**config.mk**
```make
export PLATFORM = sky130hd
export DESIGN_NAME = qmux4_fifo
export DESIGN_NICKNAME = d
export VERILOG_FILES = /design/src/rtl/qmux_pkg.sv /design/src/rtl/qmux_queue.sv /design/src/rtl/qmux_flags.sv /design/src/rtl/qmux_pack.sv /design/src/rtl/qmux4_fifo.sv
export SDC_FILE = /design/constraint.sdc
export NUM_CORES = 2
export LEC_CHECK = 0
export BUFFER_PORTS_ARGS = -buffer_cell sky130_fd_sc_hd__buf_2
export CAP_MARGIN = 20
export CORE_MARGIN = 8
export CORE_UTILIZATION = 55
export DETAILED_ROUTE_END_ITERATION = 8
export PLACE_DENSITY = 0.74
export SLEW_MARGIN = 30
export SYNTH_ARGS = -nofsm -noshare
export SYNTH_HDL_FRONTEND = slang
export SYNTH_SLANG_ARGS = --single-unit
```
**constraint.sdc**
```tcl
create_clock -name clk -period 3.7 [get_ports clk]
set_input_delay 0 -clock clk [delete_from_list [all_inputs] [get_ports clk]]
set_output_delay 0 -clock clk [all_outputs]
set_load 0.02 [all_outputs]
```
**src/rtl/qmux_pkg.sv**
```systemverilog
package qmux_pkg;
   localparam int unsigned NQ = 4;
   localparam int unsigned LANES = 4;

   typedef enum logic [1:0] {
      BW_X10 = 2'd0,
      BW_X20 = 2'd1,
      BW_X40 = 2'd2
   } bw_e;

   // entries consumed per accepted read
   function automatic logic [2:0] beat_of(input logic [1:0] code);
      case (code)
         BW_X20:  beat_of = 3'd2;
         BW_X40:  beat_of = 3'd4;
         default: beat_of = 3'd1;
      endcase
   endfunction
endpackage

```
**src/rtl/qmux_queue.sv**
```systemverilog
module qmux_queue #(
   parameter int DW    = 10,
   parameter int DEPTH = 16
) (
   input  logic                      clk,
   input  logic                      rst_n,
   input  logic                      clr,
   input  logic                      push,
   input  logic [DW-1:0]             din,
   input  logic [2:0]                pop_n,
   output logic [$clog2(DEPTH):0]    cnt,
   output logic [qmux_pkg::LANES*DW-1:0] heads
);
   localparam int AW = $clog2(DEPTH);
   localparam int CW = AW + 1;

   logic [DW-1:0] mem [DEPTH];
   logic [AW-1:0] wptr, rptr;
   logic          do_push;

   assign do_push = push && (cnt != CW'(DEPTH));

   always_ff @(posedge clk) begin
      if (!rst_n || clr) begin
         wptr <= '0;
         rptr <= '0;
         cnt  <= '0;
      end else begin
         if (do_push) wptr <= wptr + AW'(1);
         rptr <= rptr + AW'(pop_n);
         cnt  <= cnt + CW'(do_push) - CW'(pop_n);
      end
   end

   always_ff @(posedge clk) begin
      if (do_push) mem[wptr] <= din;
   end

   for (genvar k = 0; k < qmux_pkg::LANES; k++) begin : g_head
      assign heads[k*DW +: DW] = mem[rptr + AW'(k)];
   end
endmodule

```
**src/rtl/qmux_flags.sv**
```systemverilog
module qmux_flags #(
   parameter int DEPTH = 16
) (
   input  logic [$clog2(DEPTH):0]   cnt,
   input  logic [$clog2(DEPTH)-1:0] af_off,
   input  logic [$clog2(DEPTH)-1:0] ae_off,
   output logic                     full,
   output logic                     empty,
   output logic                     afull,
   output logic                     aempty
);
   localparam int CW = $clog2(DEPTH) + 1;

   assign full   = (cnt == CW'(DEPTH));
   assign empty  = (cnt == '0);
   assign afull  = (cnt >= (CW'(DEPTH) - {1'b0, af_off}));
   assign aempty = (cnt <= {1'b0, ae_off});
endmodule

```
**src/rtl/qmux_pack.sv**
```systemverilog
module qmux_pack #(
   parameter int DW = 10
) (
   input  logic [qmux_pkg::LANES*DW-1:0] heads,
   input  logic [1:0]                    code,
   output logic [qmux_pkg::LANES*DW-1:0] word
);
   logic [2:0] beat;
   assign beat = qmux_pkg::beat_of(code);

   for (genvar k = 0; k < qmux_pkg::LANES; k++) begin : g_lane
      assign word[k*DW +: DW] = (beat > 3'(k)) ? heads[k*DW +: DW] : '0;
   end
endmodule

```
**src/rtl/qmux4_fifo.sv**
```systemverilog
module qmux4_fifo #(
   parameter int DW    = 10,
   parameter int DEPTH = 16
) (
   input  logic                       clk,
   input  logic                       rst_n,
   input  logic [1:0]                 cfg_width,
   input  logic                       cfg_fwft,
   input  logic [$clog2(DEPTH)-1:0]   cfg_af_off,
   input  logic [$clog2(DEPTH)-1:0]   cfg_ae_off,
   input  logic [3:0]                 wr_en,
   input  logic [4*DW-1:0]            wr_data,
   input  logic [3:0]                 q_prst,
   input  logic [1:0]                 rd_sel,
   input  logic                       rd_en,
   output logic [4*DW-1:0]            rd_data,
   output logic [3:0]                 q_full,
   output logic [3:0]                 q_empty,
   output logic [3:0]                 q_afull,
   output logic [3:0]                 q_aempty,
   output logic                       sel_full,
   output logic                       sel_empty
);
   import qmux_pkg::*;

   localparam int AW = $clog2(DEPTH);
   localparam int CW = AW + 1;
   localparam int OW = LANES * DW;

   if (DEPTH < 4 || (DEPTH & (DEPTH - 1)) != 0) begin : g_bad_depth
      $error("qmux4_fifo: DEPTH must be a power of two and at least 4");
   end
   if (DW < 1) begin : g_bad_dw
      $error("qmux4_fifo: DW must be positive");
   end

   // settings captured during master reset
   logic [1:0]    bw_q;
   logic          fwft_q;
   logic [AW-1:0] af_q, ae_q;

   always_ff @(posedge clk) begin
      if (!rst_n) begin
         bw_q   <= cfg_width;
         fwft_q <= cfg_fwft;
         af_q   <= cfg_af_off;
         ae_q   <= cfg_ae_off;
      end
   end

   logic [2:0]    beat;
   logic [CW-1:0] q_cnt  [NQ];
   logic [OW-1:0] q_head [NQ];
   logic          rd_go;
   logic [OW-1:0] packed_w;
   logic [OW-1:0] rd_data_q;

   assign beat  = beat_of(bw_q);
   assign rd_go = rd_en && (q_cnt[rd_sel] >= CW'(beat));

   for (genvar g = 0; g < NQ; g++) begin : g_q
      logic [2:0] pop_n;
      assign pop_n = (rd_go && rd_sel == 2'(g)) ? beat : 3'd0;

      qmux_queue #(.DW(DW), .DEPTH(DEPTH)) u_queue (
         .clk   (clk),
         .rst_n (rst_n),
         .clr   (q_prst[g]),
         .push  (wr_en[g]),
         .din   (wr_data[g*DW +: DW]),
         .pop_n (pop_n),
         .cnt   (q_cnt[g]),
         .heads (q_head[g])
      );

      qmux_flags #(.DEPTH(DEPTH)) u_flags (
         .cnt    (q_cnt[g]),
         .af_off (af_q),
         .ae_off (ae_q),
         .full   (q_full[g]),
         .empty  (q_empty[g]),
         .afull  (q_afull[g]),
         .aempty (q_aempty[g])
      );
   end

   assign sel_full  = q_full[rd_sel];
   assign sel_empty = q_empty[rd_sel];

   qmux_pack #(.DW(DW)) u_pack (
      .heads (q_head[rd_sel]),
      .code  (bw_q),
      .word  (packed_w)
   );

   always_ff @(posedge clk) begin
      if (!rst_n)     rd_data_q <= '0;
      else if (rd_go) rd_data_q <= packed_w;
   end

   assign rd_data = fwft_q ? packed_w : rd_data_q;
endmodule

```
==> out/metrics.cfg <==
[status]
outcome=complete, but fails checks
violations=setup timing

[floorplan]
start_util_pct=55.25
pin_count=122
die_h_um=307.8
rows=107
core_um2=84750
dieArea_um2=94720
die_x_um=307.8

[sta]
setup_slack_ps=-33.52
worst_pin_slew_ps=943.5
fin_crit_ps=3734
fmax_ghz=0.2678
clock_skew_ps=43.69
drv_slew=0
relSlewSlack_pct=37.10
fin_crit_sh_pct=100.9
hold_violations=0
rsz0062_at_grt=true
setup_viol=8

[detailed_routing]
drt_iter0_drc=5260
viasPerCell=7.517
ant_nets=0
wl_um=160400
drc_errors=0
drt_first_pass_iters=6
vias=33770
wl_per_cell_um=35.71

[clock_tree]
cts_tree=built
cts-root-buf=clkbuf_16
cts_max_level=3
worstSkewPairLatency_ps=680
clkTransAtPathRegs_ps=60
clock_path_buffers=3
clock_sinks=743
cts_buffers=84

[global_routing]
grt_max_degree=75
grt_pass1_vias=33120
grt_pass1_wl_um=229000
grt_overflow=0
antenna_found_initial=13
grt_usage_pct=33.16

[setup_path]
cp-start-kind=flop
crit_slowest_cell=mux4_2
worstRegToRegCells=16
critPathMaxFanout=6
crit_type=flop to output port
path_buf_inv=4
cp_data_arrival_time_ps=3730
reg2reg_slack_ps=90
worstReg2RegEnd=g_q[3].u_queue.cnt[4]
cp-end-kind=output port
worstPathCellList=clkinv_4 > ha_4 > buf_12 > buf_16 > mux4_2 > mux4_2 > a22o_1 > nor2_2 > o22ai_2 > buf_6
worst_path_most_repeated_cell=mux4_2
required_ps=3700
crit_family=multiplexers
timing.rr.start=g_q[3].u_queue.cnt[0]
critPathMaxStageDelay_ps=600

[synth]
syn-num-nets=3128
synth.area.top_cells=edfxtp_1 42%, mux4_2 33%, dfxtp_1 3.9%
yosysSeqAreaShare_pct=45.69
ys_seq_elements=743
syn_area_um2=46820
yosysTopAreaCell=edfxtp_1
synth_edf_count=651
netlist_instances=2942
synth.cells.most_frequent=676 x mux4_2, 651 x edfxtp_1, 165 x nand2_1
synth.most_common_cell=mux4_2
synthArstFlopShare_pct=0
synth_ff_type=edfxtp_1
avgSynthCellArea_um2=15.91
synth_top_area_share_pct=41.75
ys_warn_count=0
yosysUniqueCellTypes=79

[place]
dpl.cell_count=4217
placed_cell_area_um2=49940
hpwl_um=107700
io_buffers=121
place.gp.congestion=0.9643

[cells_and_area]
area_delta_synth_final_pct=17.43
fillers=5771
fin_area_um2=54980
layout.nets=3456
stdcell_count=4492
drive_gt1_share_pct=41.99

[hold_path]
hold_end=g_q[3].u_queue.cnt[0]
holdCritStartpoint=q_prst[3]
min_path_cells=3
hold_path_class=input port to flop

[pwr]
leakage_nw=18.11
pwr_density_cell_nw_per_um2=379.5
vdd_drop_max_mv=0.3748
finalPower_mw=20.86

[run]
drv_cap=0

metal layers:
| layer | vias up | GRT usage (%) | part of all wire (%) |
|---|---|---|---|
| met2 | 3059 | 51.08 | 46 |
| met4 | 4 | 18.24 | 7.1 |
| li1 | 13080 | - | - |
| met5 | - | 0 | 0.016 |
| met1 | 16980 | 41.30 | 32 |
| met3 | 646 | 11.32 | 15 |
power by group:
part           switching, mW  internal [mW]  total, mW
Sequential             0.123           9.26       9.39
Combinational           1.61           1.15       2.76
Clock                   3.56           5.16       8.72
sequential cells by signal (all words and copies together), names as in the netlist:
| register | count |
|---|---|
| ae_q | 4 |
| rd_data_q | 40 |
| g_q.u_queue.mem | 640 |
| g_q.u_queue.rptr | 16 |
| bw_q | 2 |
| af_q | 4 |
| g_q.u_queue.cnt | 20 |
| fwft_q | 1 |
| g_q.u_queue.wptr | 16 |
how the worst max path moves through the flow:
stage,from,to,depth (start not counted)
floorplan,rd_sel[1],g_q[3].u_queue.cnt[4],18
global placement,g_q[3].u_queue.cnt[0],g_q[2].u_queue.cnt[4],19
detailed placement,g_q[3].u_queue.cnt[0],g_q[2].u_queue.cnt[4],19
CTS,g_q[1].u_queue.rptr[1],rd_data[17],10
global route,g_q[2].u_queue.rptr[1],rd_data[16],10
finish,g_q[2].u_queue.rptr[1],rd_data[17],10
worst register-to-register path: cells and delay by family, from the launching register on:
kind            cells  cell delay, ps
fa+ha+maj           4            1040
compound gates      4            1000
mux                 1             480
simple gates        4             380
flops               1             320
xor+xnor            1             140
buf+inv             2             130
metrics by stage:
step	setup WS (ps)	hold slack [ps]	util [%]	TNS, ps
floorplan	45.84	98.87	-	0
global placement	-128.0	177.8	58.89	-178.6
detailed placement	-133.6	180.7	58.93	-437.6
CTS	-98.02	33.84	64.06	-99.27
global route	-85.40	76.51	64.86	-630.1
finish	-33.52	54.44	64.88	-125.3
layout make-up:
class / count / area (µm²) / share of cell area (%)
Timing Repair Buffer: 500 / 4497 / 8.179
Multi-Input combinational cell: 1857 / 24420 / 44.41
Sequential cell: 743 / 21420 / 38.96
Inverter: 84 / 325.3 / 0.5917
Clock inverter: 54 / 679.4 / 1.236
Clock buffer: 101 / 2187 / 3.978
Antenna cell: 9 / 22.52 / 0.04096
Tap cell: 1144 / 1431 / 2.603
cell families after synthesis:
| family | after synthesis | share of synthesized area (%) |
|---|---|---|
| buf+inv | 342 | 3.648 |
| compound gates | 388 | 6.032 |
| flops | 743 | 45.69 |
| fa+ha+maj | 122 | 3.389 |
| mux | 779 | 34.96 |
| simple gates | 506 | 5.019 |
| xor+xnor | 62 | 1.264 |
placed cells by master, fill, tap and decap left out, drive strengths merged, types with 30 or more instances in the layout:
cell type / instances
inv: 83
dfxtp: 92
a21oi: 71
edfxtp: 651
nand2: 165
nor2b: 37
mux4: 682
dlygate4sd3: 59
a211oi: 30
nor2: 147
nand3: 40
clkbuf: 108
a22oi: 92
mux2i: 85
buf: 427
xor2: 40
ha: 114
clkinv: 33
repair_timing:
item	in CTS	in global routing
hold endpoints to repair	711	0
cloned	11	7
pin swaps	9	30
buffers inserted	25	10
hold buffers	59	0
endpoints found under the setup margin	43	46
gates resized for setup	77	98
(Power assumes the default switching activity.)
